File: src/rtl/dac_seq_pkg.sv
package dac_seq_pkg;
  typedef enum logic [1:0] {
    ST_IDLE   = 2'd0,
    ST_LATCH  = 2'd1,
    ST_SETTLE = 2'd2,
    ST_SAMPLE = 2'd3
  } seq_state_e;
endpackage

File: src/rtl/dac_code_latch.sv
module dac_code_latch #(
  parameter int CODE_W = 8
) (
  input  logic              clk,
  input  logic              rst_n,
  input  logic              idle,
  input  logic              wr_en,
  input  logic [CODE_W-1:0] wr_data,
  output logic              start,
  output logic [CODE_W-1:0] code_q
);
  logic              pend_v_q, pend_v_d;
  logic [CODE_W-1:0] pend_d_q;
  logic [CODE_W-1:0] code_d;
  logic              code_en, pend_en;

  // a new sequence starts from idle on a direct write or a parked one
  assign start   = idle & (wr_en | pend_v_q);
  assign code_en = start;
  assign code_d  = wr_en ? wr_data : pend_d_q;
  assign pend_en = ~idle & wr_en;

  always_comb begin
    pend_v_d = pend_v_q;
    if (pend_en)     pend_v_d = 1'b1;
    else if (start)  pend_v_d = 1'b0;
  end

  always_ff @(posedge clk or negedge rst_n) begin
    if (!rst_n) begin
      code_q   <= '0;
      pend_v_q <= 1'b0;
      pend_d_q <= '0;
    end else begin
      pend_v_q <= pend_v_d;
      if (code_en) code_q   <= code_d;
      if (pend_en) pend_d_q <= wr_data;
    end
  end
endmodule

File: src/rtl/dac_seq_fsm.sv
module dac_seq_fsm
  import dac_seq_pkg::*;
#(
  parameter int SETL_W = 8
) (
  input  logic              clk,
  input  logic              rst_n,
  input  logic              start,
  input  logic [SETL_W-1:0] settle_len,
  output seq_state_e        state
);
  localparam logic [SETL_W-1:0] ONE = SETL_W'(1);

  seq_state_e        state_d;
  logic [SETL_W-1:0] cnt_q, cnt_d;
  logic              cnt_en;

  always_comb begin
    state_d = state;
    cnt_d   = cnt_q;
    cnt_en  = 1'b0;
    unique case (state)
      ST_IDLE:   if (start) state_d = ST_LATCH;
      ST_LATCH: begin
        cnt_en  = 1'b1;
        cnt_d   = (settle_len == '0) ? ONE : settle_len;
        state_d = ST_SETTLE;
      end
      ST_SETTLE: begin
        cnt_en = 1'b1;
        cnt_d  = cnt_q - ONE;
        if (cnt_q == ONE) state_d = ST_SAMPLE;
      end
      ST_SAMPLE: state_d = ST_IDLE;
      default:   state_d = ST_IDLE;
    endcase
  end

  always_ff @(posedge clk or negedge rst_n) begin
    if (!rst_n) begin
      state <= ST_LATCH;
      cnt_q <= '0;
    end else begin
      state <= state_d;
      if (cnt_en) cnt_q <= cnt_d;
    end
  end
endmodule

File: src/rtl/dac_glitchless_seq.sv
module dac_glitchless_seq
  import dac_seq_pkg::*;
#(
  parameter int CODE_W = 8,
  parameter int SETL_W = 8
) (
  input  logic              clk,
  input  logic              rst_n,
  input  logic              wr_en,
  input  logic [CODE_W-1:0] wr_data,
  input  logic [SETL_W-1:0] settle_len,
  output logic              busy,
  output logic [CODE_W-1:0] dac_code,
  output logic              dac_le,
  output logic              sh_sample
);
  logic       rst_meta_q, rst_sync_n;
  logic       start;
  seq_state_e state;

  always_ff @(posedge clk or negedge rst_n) begin
    if (!rst_n) begin
      rst_meta_q <= 1'b0;
      rst_sync_n <= 1'b0;
    end else begin
      rst_meta_q <= 1'b1;
      rst_sync_n <= rst_meta_q;
    end
  end

  dac_code_latch #(.CODE_W(CODE_W)) u_latch (
    .clk     (clk),
    .rst_n   (rst_sync_n),
    .idle    (state == ST_IDLE),
    .wr_en   (wr_en),
    .wr_data (wr_data),
    .start   (start),
    .code_q  (dac_code)
  );

  dac_seq_fsm #(.SETL_W(SETL_W)) u_fsm (
    .clk        (clk),
    .rst_n      (rst_sync_n),
    .start      (start),
    .settle_len (settle_len),
    .state      (state)
  );

  assign busy      = (state != ST_IDLE);
  assign dac_le    = (state == ST_LATCH);
  assign sh_sample = (state == ST_SAMPLE);
endmodule

File: config.mk
export PLATFORM = sky130hd
export DESIGN_NAME = dac_glitchless_seq
export DESIGN_NICKNAME = d
export VERILOG_FILES = /design/src/rtl/dac_seq_pkg.sv /design/src/rtl/dac_code_latch.sv /design/src/rtl/dac_seq_fsm.sv /design/src/rtl/dac_glitchless_seq.sv
export SDC_FILE = /design/constraint.sdc
export NUM_CORES = 1
export LEC_CHECK = 0
export BUFFER_PORTS_ARGS = -buffer_cell sky130_fd_sc_hd__buf_2
export CAP_MARGIN = 20
export CORE_UTILIZATION = 48
export DETAILED_ROUTE_END_ITERATION = 10
export GPL_TIMING_DRIVEN = 0
export PLACE_DENSITY = 0.76
export SKIP_CTS_REPAIR_TIMING = 1
export SLEW_MARGIN = 40
export SYNTH_ARGS = -nofsm -noshare
export SYNTH_HDL_FRONTEND = slang
export SYNTH_SLANG_ARGS = --single-unit
File: constraint.sdc
create_clock -name clk -period 1.15 [get_ports clk]
set_input_delay 0.1725 -clock clk [delete_from_list [all_inputs] [get_ports clk]]
set_output_delay 0.1725 -clock clk [all_outputs]
set_load 0.005 [all_outputs]
==> results by group, run 1 <==
Synthesis
  – Cell taking the most area after synthesis: dfrtp_1
  – Synth top area share: 0.4726
  – Count of different cell masters after synthesis: 31
  – Syn Area/Cell: 10.52 um2
  – Area contributors post-synth: dfrtp_1 47%, mux2_2 6.8%, ha_1 5.9%
  – Sequential area share after synthesis: 0.4903
  – Syn nets: 167
  – Synthesis-stage register bit count: 29
  – Synth warn: 0
  – Mapped Area: 0.001483 mm2
  – Cells after Synth: 141

Floorplan
  – Horiz. Die Dim: 57.58 um
  – CORE AREA: 0.002829 mm2
  – Die H: 57.58 um
  – Starting Density: 0.5241
  – I/O pins: 30
  – Die footprint: 0.003315 mm2
  – Site Rows: 19

Route
  – Met2 WL post-DR: 1985 um
  – Vias per inst: 5.750
  – Top sig layer: met4
  – DRT antenna net count: 0
  – DRC violations left: 3
  – Vias: 1265
  – Met1 wire length: 1525 um
  – Iter 0 DRT Violations: 73
  – Routed WL per cell: 16.86 um
  – Drt pass-1 iters: 7
  – Final wirelength: 3710 um
  – Met3 routed WL: 109 um

STA
  – Period minus WS final: 1.576 ns
  – Slew Viols, Final: 0
  – Slew @ Worst Pin: 0.5962 ns
  – Hold Vio Cnt, Final: 0
  – Worst clock skew: 0.005096 ns
  – RSZ-0062 raised after global routing: yes
  – Slack of the critical path: -0.4258 ns
  – Slew HR: 0.6025
  – Max Freq: 634.6 MHz
  – Final cycle utilization of the critical path: 1.370
  – # setup viols final: 29
  – Setup TNS: -8.838 ns

Power
  – Net Sw Frac: 0.3851
  – Leakage power figure: 1.008 nW
  – Combinational share of power: 0.590
  – Psw: 2.697 mW
  – Pwr per Cell Area: 3304 mW/mm2
  – Internal power: 4.306 mW
  – Total power: 7.003 mW
  – Worst VDD drop: 1756 uV
  – Sequential Power Share: 0.285
  – Clock network power share: 0.125

Clock tree
  – CTS max path bufs: 2
  – Number of CTS-inserted buffers: 5
  – Clk sink count: 29
  – Insertion delay to the later sink of the worst-skew pair: 0.33 ns
  – Clk slew on worst S/H paths: 0.09 ns
  – H-tree depth: 2
  – CTS tree: built
  – Clock Tree Root: clkbuf_4

Critical path
  – Worst r2r src: u_fsm.cnt_q[6]$_DFFE_PN0P_
  – Crit start category: flip-flop
  – Critical Path RT: 1.37 ns
  – WP data arrival: 1.80 ns
  – Crit-path max cell delay: 0.46 ns
  – Reg2Reg Setup Slack: -0.43 ns
  – CP max FO: 4
  – Worst-case reg-to-reg path depth: 4
  – CP Capture Type: flip-flop
  – CP Class: reg2reg
  – R2r endpoint: u_fsm.state[1]$_DFFE_PN0P_
  – Slowest CP cell: dfrtp_2
  – Critical-path cell list: nor3_2 > nand4b_1 > a21oi_2 > mux2_4

Worst hold path
  – Min-Delay Path Class: in2reg
  – Endpoint of the worst hold path: u_latch.pend_d_q[0]$_DFFE_PN0P_
  – Hold path cells: 2
  – HP Start: wr_data[0]

Global routing
  – Number of global-route vias before repair: 1204
  – GR Overflow Total: 0
  – Global-route wire length before repair: 5375 um
  – GRT Total Usage: 0.2210
  – Initial antenna violation count: 0
  – Pin count of the biggest net entering global routing: 28

Status
  – Outcome: finished with violations
  – Failing checks: design-rule violations, negative setup slack

Cells and area
  – Share of layout cells above drive strength 1: 0.4921
  – Fill count: 190
  – Utilization after layout: 0.7492
  – Ant. Diodes: 0
  – Commonest non-fill, non-tap cell in the layout: buf_2
  – Final nets: 214
  – Area occupied by multi-input gates: 880.8 um2
  – Area delta synth->final: 42.95%
  – Most frequent cells in the layout: 30 x buf_2, 25 x dfrtp_1, 14 x nand2_1
  – Register area: 730.7 um2

Place
  – Hpwl dp: 2255 um
  – Port bufs: 29
  – Pre-CTS setup slack: -0.5153 ns
  – Gpl congestion: 0.8131

Flow run
  – Max Cap Viol: 0
==> sequential cells by signal, indices dropped and copies added, names as in the netlist <==
signal            flops
u_fsm.cnt_q           8
rst_meta_q            1
u_latch.code_q        8
u_latch.pend_d_q      8
u_latch.pend_v_q      1
rst_sync_n            1
u_fsm.state           2
==> synthesized netlist by cell type (all sizes together) <==
cell,n
nor3,3
inv,6
mux2i,5
nand3,4
dfrtp,28
nor2b,1
buf,4
nor4,1
ha,7
and3b,9
nor2,6
conb,1
nand2b,1
nand2,14
o22ai,6
clkbuf,3
o32a,1
o311ai,1
mux2,9
dfstp,1
or4,1
a21oi,16
o21ai,12
nand4b,1
==> through the flow <==
step,instance area (um2),cells,hold slack [ns]
after global routing,2120,220,0.07370
after detailed placement,1695,201,-0.03978
final,2120,220,0.08913
after floorplan,1510,141,-0.1231
after CTS,1780,209,-0.4099
after global placement,1694,201,-0.04162
==> worst max-delay path, delay by kind of cell, from the launching register on <==
kind / cells / cell delay [ns]
mux: 1 / 0.32
simple gates: 2 / 0.45
flops: 1 / 0.46
compound gates: 1 / 0.25
==> how the worst max path moves through the flow <==
| stage | startpoint | endpoint | slack, ns |
|---|---|---|---|
| 2_1_floorplan | u_fsm.state[0]$_DFFE_PN1P_ | u_latch.pend_d_q[0]$_DFFE_PN0P_ | -0.32 |
| 3_3_place_gp | u_fsm.state[0]$_DFFE_PN1P_ | u_fsm.cnt_q[6]$_DFFE_PN0P_ | -0.44 |
| 3_5_place_dp | u_fsm.state[0]$_DFFE_PN1P_ | u_fsm.cnt_q[7]$_DFFE_PN0P_ | -0.52 |
| 4_1_cts | u_fsm.state[0]$_DFFE_PN1P_ | u_fsm.cnt_q[7]$_DFFE_PN0P_ | -0.54 |
| 5_1_grt | u_fsm.cnt_q[4]$_DFFE_PN0P_ | u_fsm.state[1]$_DFFE_PN0P_ | -0.47 |
| 6_report | u_fsm.cnt_q[6]$_DFFE_PN0P_ | u_fsm.state[1]$_DFFE_PN0P_ | -0.43 |
==> routing by layer <==
metal / GRT usage / vias to the layer above
met5: 0 / -
met4: 0.1220 / 0
met3: 0.05442 / 13
met2: 0.3671 / 32
met1: 0.2622 / 620
li1: - / 600
==> power by group through the flow <==
| stage | Sequential [mW] | Combinational, mW | Clock (mW) |
|---|---|---|---|
| floorplan | 1.83 | 1.80 | 0 |
| global placement | 1.87 | 2.30 | 0 |
| detailed placement | 1.91 | 2.42 | 0 |
| CTS | 1.89 | 2.43 | 0.898 |
| global route | 2.05 | 4.45 | 0.928 |
| finish | 1.99 | 4.13 | 0.878 |
==> cell families after synthesis <==
logic type               count (synthesis)  share of synthesized area
buffers and inverters                   13                    0.04725
flip-flops                              29                     0.4903
other                                    1                   0.002529
adder cells (fa/ha/maj)                  7                    0.05907
AND/OR/NAND/NOR                         41                     0.1612
AO/OA/AOI/OAI                           36                     0.1376
multiplexers                            14                     0.1021
==> layout make-up <==
class,count,area share
Multi-Input combinational cell,99,0.4156
Sequential cell,29,0.3447
Timing Repair Buffer,40,0.1299
Buffer,7,0.03601
Clock buffer,7,0.02597
Tap cell,31,0.01830
Inverter,6,0.01535
Clock inverter,1,0.01417
Power figures use the tool's default switching activity.
==> run 2, diff against run 1 <==
Settings changed: CORE_UTILIZATION 48 to 45, PLACE_DENSITY 0.76 to 0.72, SYNTH_HIERARCHICAL set to 1.
==> results by group, run 2 <==
Place
  – Gpl congestion: 0.7847 (-3.5%)
  – Hpwl dp: 2259 um (+0.19%)
  – Port bufs: 29 (unchanged)

Synthesis
  – Post-synth EDFFs: 0 (unchanged)
  – Synth cell count leaders: 28 x dfrtp_1, 14 x o22ai_1, 12 x nor2_1
  – Synthesis-stage register bit count: 29 (unchanged)
  – Syn Area/Cell: 10.75 um2 (+2.2%)
  – Syn nets: 160 (-4.2%)
  – Mapped Area: 0.001461 mm2 (-1.4%)
  – Area contributors post-synth: dfrtp_1 48%, mux2_1 6.9%, o22ai_1 6.0%
  – Cell taking the most area after synthesis: dfrtp_1
  – Synth warn: 6 (+6)
  – Cells after Synth: 136 (-3.5%)
  – FFs w/ async S/R, synth: 1.000 (unchanged)
  – Most frequent cell after synthesis: dfrtp_1
  – Sequential area share after synthesis: 0.4974 (+0.007136)
  – Ys flop type: dfrtp_1
  – Count of different cell masters after synthesis: 32 (+3.2%)
  – Synth top area share: 0.4795 (+0.006878)

Cells and area
  – Top Registers: u_fsm/cnt_q x8, u_latch/code_q x8, u_latch/pend_d_q x8
  – Final nets: 204 (-4.7%)
  – Utilization after layout: 0.6915 (-0.05776)
  – Ant. Diodes: 0 (unchanged)
  – Commonest non-fill, non-tap cell in the layout: buf_2
  – Most frequent cells in the layout: 29 x buf_2, 24 x dfrtp_1, 10 x nor2_1
  – Fill count: 250 (+32%)
  – Area delta synth->final: 45.63%
  – Share of layout cells above drive strength 1: 0.5470 (+0.05490)

STA
  – Hold WS: 0.08909 ns (-0.00003820 ns)
  – Slew Viols, Final: 0 (unchanged)
  – Final cycle utilization of the critical path: 1.374 (+0.003799)
  – Slew HR: 0.6080 (+0.005423)
  – # setup viols final: 29 (unchanged)
  – Slack of the critical path: -0.4302 ns (-0.004369 ns)
  – Period minus WS final: 1.580 ns (+0.004369 ns)
  – Max Freq: 632.8 MHz (-0.28%)
  – Hold Vio Cnt, Final: 0 (unchanged)
  – RSZ-0062 raised after global routing: yes
  – Slew @ Worst Pin: 0.5881 ns (-0.008134 ns)
  – Worst clock skew: 0.007992 ns (+0.002896 ns)

Worst hold path
  – HP Start: wr_data[7]
  – Endpoint of the worst hold path: u_latch/pend_d_q[7]$_DFFE_PN0P_
  – Hold path cells: 2 (unchanged)
  – Min-Delay Path Class: in2reg

Critical path
  – CP Capture Type: flip-flop
  – Crit-path max cell delay: 0.62 ns (+0.16 ns)
  – WP data arrival: 1.81 ns (about the same)
  – WP buf/inv: 1 (+1)
  – Critical Path RT: 1.38 ns (about the same)
  – CP Class: reg2reg
  – Crit path max-delay family: flip-flops
  – Worst-case reg-to-reg path depth: 5 (+1)
  – Worst r2r src: u_fsm/state[0]$_DFFE_PN1P_
  – Slowest CP cell: dfstp_2
  – CP max FO: 5 (+1)
  – Crit start category: flip-flop
  – Critical-path cell list: inv_4 > ha_1 > nor2b_4 > a21oi_4 > mux2_4
  – R2r endpoint: u_fsm/state[1]$_DFFE_PN0P_
  – Reg2Reg Setup Slack: -0.43 ns (about the same)

Power
  – Pwr per Cell Area: 3287 mW/mm2 (-0.51%)
  – Leakage power figure: 0.9387 nW (-6.9%)
  – Total power: 6.997 mW (about the same)
  – Worst VDD drop: 2007 uV (+14%)

Route
  – Iter 0 DRT Violations: 55 (-25%)
  – DRT antenna net count: 0 (unchanged)
  – Vias per inst: 5.480 (-4.7%)
  – DRC violations left: 0 (-3)
  – Final wirelength: 3580 um (-3.5%)
  – Drt pass-1 iters: 4 (-3)
  – Vias: 1233 (-2.5%)
  – Routed WL per cell: 15.91 um (-5.6%)

Global routing
  – Pin count of the biggest net entering global routing: 28 (unchanged)
  – Global-route wire length before repair: 5513 um (+2.6%)
  – GRT Total Usage: 0.2187 (-0.002307)
  – GR Overflow Total: 0 (unchanged)
  – Number of global-route vias before repair: 1224 (+1.7%)
  – Initial antenna violation count: 0 (unchanged)

Clock tree
  – CTS max path bufs: 2 (unchanged)
  – Clk slew on worst S/H paths: 0.10 ns (about the same)
  – H-tree depth: 2 (unchanged)
  – CTS tree: built
  – Insertion delay to the later sink of the worst-skew pair: 0.34 ns (about the same)
  – Number of CTS-inserted buffers: 5 (unchanged)
  – Clk sink count: 29 (unchanged)
  – Clock Tree Root: clkbuf_4

Flow run
  – Max Cap Viol: 0 (unchanged)

Floorplan
  – CORE AREA: 0.003078 mm2 (+8.8%)
  – Starting Density: 0.4748 (-0.04931)
  – Horiz. Die Dim: 58.99 um (+2.4%)
  – Die H: 58.99 um (+2.4%)
  – Site Rows: 20 (+1)
  – Die footprint: 0.003479 mm2 (+5.0%)
  – I/O pins: 30 (unchanged)

Status
  – Outcome: finished with violations
  – Failing checks: negative setup slack
run 2: changes by cell type in the layout (fill, tap and decap cells not counted), moves of 3 or more:
cell,delta
a21oi_1,-6
and3b_1,-9
buf_4,-3
buf_8,+4
nand2_1,-8
nor2_1,+6
o21ai_1,-8
o22ai_1,+3
o22ai_2,+4
o32ai_1,+3
o32ai_2,+5
run 2: cell type report:
class / instances / area, um2 / share of cell area
buffer: 8 / 108.9 / 0.05115
tap: 44 / 55.05 / 0.02587
inverter: 5 / 21.27 / 0.009994
multi-input combinational: 94 / 915.9 / 0.4303
sequential: 29 / 732.0 / 0.3439
timing repair buffer: 37 / 236.5 / 0.1111
clock buffer: 8 / 58.81 / 0.02763
run 2: where the power goes:
part	switching (mW)	internal [mW]	leakage, nW
Clock	0.365	0.301	0.0326
Combinational	1.84	2.35	0.576
Sequential	0.590	1.55	0.330
Total	2.79	4.20	0.939
run 2: cells by family after synthesis:
| group | count (synthesis) | synth area share |
|---|---|---|
| adders and majority gates | 5 | 0.04281 |
| DFF | 29 | 0.4974 |
| other | 1 | 0.002566 |
| buffers and inverters | 13 | 0.04537 |
| muxes | 15 | 0.1104 |
| AOI/OAI and AO/OA | 34 | 0.1550 |
| and+or+nand+nor | 39 | 0.1464 |
run 2: worst max-delay path by stage:
stage	endpoint	cells after the start	start	slack (ns)
final	u_fsm/state[1]$_DFFE_PN0P_	5	u_fsm/state[0]$_DFFE_PN1P_	-0.43
after global routing	u_fsm/cnt_q[5]$_DFFE_PN0P_	7	u_fsm/state[0]$_DFFE_PN1P_	-0.47
after CTS	u_fsm/cnt_q[5]$_DFFE_PN0P_	7	u_fsm/state[0]$_DFFE_PN1P_	-0.55
after detailed placement	u_fsm/cnt_q[5]$_DFFE_PN0P_	7	u_fsm/state[0]$_DFFE_PN1P_	-0.54
after global placement	u_fsm/cnt_q[2]$_DFFE_PN0P_	7	u_fsm/state[0]$_DFFE_PN1P_	-0.46
after floorplan	u_fsm/state[1]$_DFFE_PN0P_	6	u_fsm/state[0]$_DFFE_PN1P_	-0.37
run 2: per-stage QoR:
stage | instances | cell area (um2) | setup TNS (ns) | worst slack [ns]
after floorplan | 136 | 1540 | -4.647 | -0.3686
after global placement | 209 | 1740 | -7.491 | -0.4601
after detailed placement | 209 | 1742 | -8.105 | -0.5414
after CTS | 217 | 1800 | -9.145 | -0.5527
after global routing | 225 | 2128 | -9.382 | -0.4683
final | 225 | 2128 | -8.112 | -0.4302
run 2: worst register-to-register path: cells and delay by family, from the launching register on:
family | cells | cell delay [ns]
flops | 1 | 0.62
compound gates | 1 | 0.14
simple gates | 1 | 0.13
buf+inv | 1 | 0.07
mux | 1 | 0.31
fa+ha+maj | 1 | 0.20
run 2: layer usage:
metal,vias up,wire (um),global-route usage
met5,-,0,0
met4,0,72,0.1429
met3,9,147,0.04585
met2,30,1827,0.3620
met1,611,1532,0.2571
li1,583,-,-
==> run 3, diff against run 2 <==
Settings changed: SETUP_SLACK_MARGIN set to 0.05.
==> results by group, run 3 (synthesis gave the netlist of run 2 again) <==
STA
  – Hold Vio Cnt, Final: 0 (unchanged)
  – Slew Viols, Final: 0 (unchanged)
  – # setup viols final: 29 (unchanged)
  – Final cycle utilization of the critical path: 1.374 (about the same)
  – RSZ-0062 raised after global routing: yes
  – Slew @ Worst Pin: 0.5878 ns (-0.0002710 ns)
  – Period minus WS final: 1.580 ns (-0.0002270 ns)
  – Worst clock skew: 0.007399 ns (-0.0005935 ns)
  – Slew HR: 0.6081 (about the same)
  – Slack of the critical path: -0.4299 ns (+0.0002270 ns)
  – Setup TNS: -8.097 ns (+0.01555 ns)
  – Max Freq: 632.9 MHz (about the same)

Place
  – Placed Instance Area: 0.001742 mm2 (unchanged)
  – Gpl congestion: 0.7847 (unchanged)
  – Hpwl dp: 2259 um (unchanged)
  – Port bufs: 29 (unchanged)

Route
  – Routed WL per cell: 15.72 um (-1.2%)
  – Drt pass-1 iters: 4 (unchanged)
  – Vias per inst: 5.474 (-0.12%)
  – Final wirelength: 3585 um (+0.14%)
  – DRT antenna net count: 0 (unchanged)
  – Vias: 1248 (+1.2%)
  – Iter 0 DRT Violations: 49 (-11%)
  – DRC violations left: 0 (unchanged)

Clock tree
  – Insertion delay to the later sink of the worst-skew pair: 0.34 ns (about the same)
  – CTS max path bufs: 2 (unchanged)
  – Clk slew on worst S/H paths: 0.10 ns (about the same)
  – Clock Tree Root: clkbuf_4
  – Clk sink count: 29 (unchanged)
  – H-tree depth: 2 (unchanged)
  – Number of CTS-inserted buffers: 5 (unchanged)
  – CTS tree: built

Power
  – Psw: 2.811 mW (+0.58%)
  – Sequential Power Share: 0.300 (-0.006)
  – Combinational share of power: 0.606 (+0.007)
  – Leakage power figure: 0.9530 nW (+1.5%)
  – Worst VDD drop: 2016 uV (+0.44%)
  – Internal power: 4.266 mW (+1.5%)
  – Total power: 7.076 mW (+1.1%)
  – Pwr per Cell Area: 3290 mW/mm2 (about the same)
  – Clock network power share: 0.094 (about the same)
  – Net Sw Frac: 0.3972 (-0.002223)

Status
  – Failing checks: negative setup slack
  – Outcome: finished with violations

Global routing
  – Grt met3 use: 0.04585 (unchanged)
  – Pin count of the biggest net entering global routing: 28 (unchanged)
  – GRT Total Usage: 0.2187 (unchanged)
  – Met2 Usage GRT: 0.3620 (unchanged)
  – Global-route wire length before repair: 5513 um (unchanged)
  – GR Util met1: 0.2571 (unchanged)
  – Initial antenna violation count: 0 (unchanged)
  – Gr busiest metal: met2
  – GR Overflow Total: 0 (unchanged)
  – Number of global-route vias before repair: 1224 (unchanged)

Critical path
  – WP data arrival: 1.81 ns (about the same)
  – Critical Path RT: 1.38 ns (about the same)
  – CP Capture Type: flip-flop
  – Crit start category: flip-flop
  – CP Class: reg2reg
  – CP max FO: 5 (unchanged)

Cells and area
  – Design area: 0.002151 mm2 (+1.1%)
  – Top Registers: u_fsm/cnt_q x8, u_latch/code_q x8, u_latch/pend_d_q x8
  – Area delta synth->final: 47.17%
  – Share of layout cells above drive strength 1: 0.5543 (+0.007387)
  – Most frequent cells in the layout: 29 x buf_2, 24 x dfrtp_1, 10 x nor2_1
  – Final nets: 207 (+1.5%)
  – Commonest non-fill, non-tap cell in the layout: buf_2
  – Ant. Diodes: 0 (unchanged)

Floorplan
  – I/O pins: 30 (unchanged)
  – Die H: 58.99 um (unchanged)
  – Horiz. Die Dim: 58.99 um (unchanged)
  – Die footprint: 0.003479 mm2 (unchanged)
  – Site Rows: 20 (unchanged)
  – Starting Density: 0.4748 (unchanged)
  – CORE AREA: 0.003078 mm2 (unchanged)

Flow run
  – Max Cap Viol: 0 (unchanged)

Worst hold path
  – Min-Delay Path Class: in2reg
-- run 3: through the flow --
step	utilization	instances	hold slack [ns]	worst slack [ns]
detailed placement	0.5659	209	-0.04148	-0.5414
global route	0.6988	228	0.06910	-0.4683
CTS	0.5850	217	-0.4105	-0.5527
global placement	0.5654	209	-0.04225	-0.4601
floorplan	-	136	-0.1231	-0.3686
finish	0.6988	228	0.08903	-0.4299
-- run 3: per-layer routing --
layer	wire [um]	vias to the layer above
met5	0	-
met4	72	0
met3	147	9
met2	1825	30
met1	1539	620
li1	-	589
-- run 3: power by group through the flow --
stage	Sequential, mW	Clock, mW	Combinational [mW]
2_1_floorplan	1.94	0	2.09
3_3_place_gp	1.98	0	2.62
3_5_place_dp	2.02	0	2.74
4_1_cts	2.01	0.676	2.75
5_1_grt	2.20	0.730	4.60
6_report	2.12	0.668	4.29
-- run 3: layout make-up --
class / instances / area [um2]
inverters: 5 / 21.27
well taps: 44 / 55.05
repair buffers: 40 / 259.0
clock buffers: 8 / 58.81
multi-input cells: 94 / 915.9
plain buffers: 8 / 108.9
flip-flops and latches: 29 / 732.0
fillers: 249 / 927.1
-- run 3: critical path, stage by stage (launching register included) --
cell	delay, ns
dfstp_2	0.62
inv_4	0.07
ha_1	0.20
nor2b_4	0.13
a21oi_4	0.14
mux2_4	0.31
-- run 3: path summary, 6_finish.rpt --
kind | slack [ns] | endpoint | startpoint | depth (start not counted)
setup / recovery | -0.43 | u_fsm/state[1]$_DFFE_PN0P_ | u_fsm/state[0]$_DFFE_PN1P_ | 5
hold / removal | 0.09 | u_latch/pend_d_q[7]$_DFFE_PN0P_ | wr_data[7] | 2
setup reg to reg | -0.43 | u_fsm/state[1]$_DFFE_PN0P_ | u_fsm/state[0]$_DFFE_PN1P_ | 5
min in group asynchronous | 0.14 | rst_sync_n$_DFF_PN0_ | rst_n | 2
max in group asynchronous | 0.46 | u_latch/code_q[3]$_DFFE_PN0P_ | rst_sync_n$_DFF_PN0_ | 0
hold reg to reg | 0.27 | u_fsm/cnt_q[5]$_DFFE_PN0P_ | rst_sync_n$_DFF_PN0_ | 0
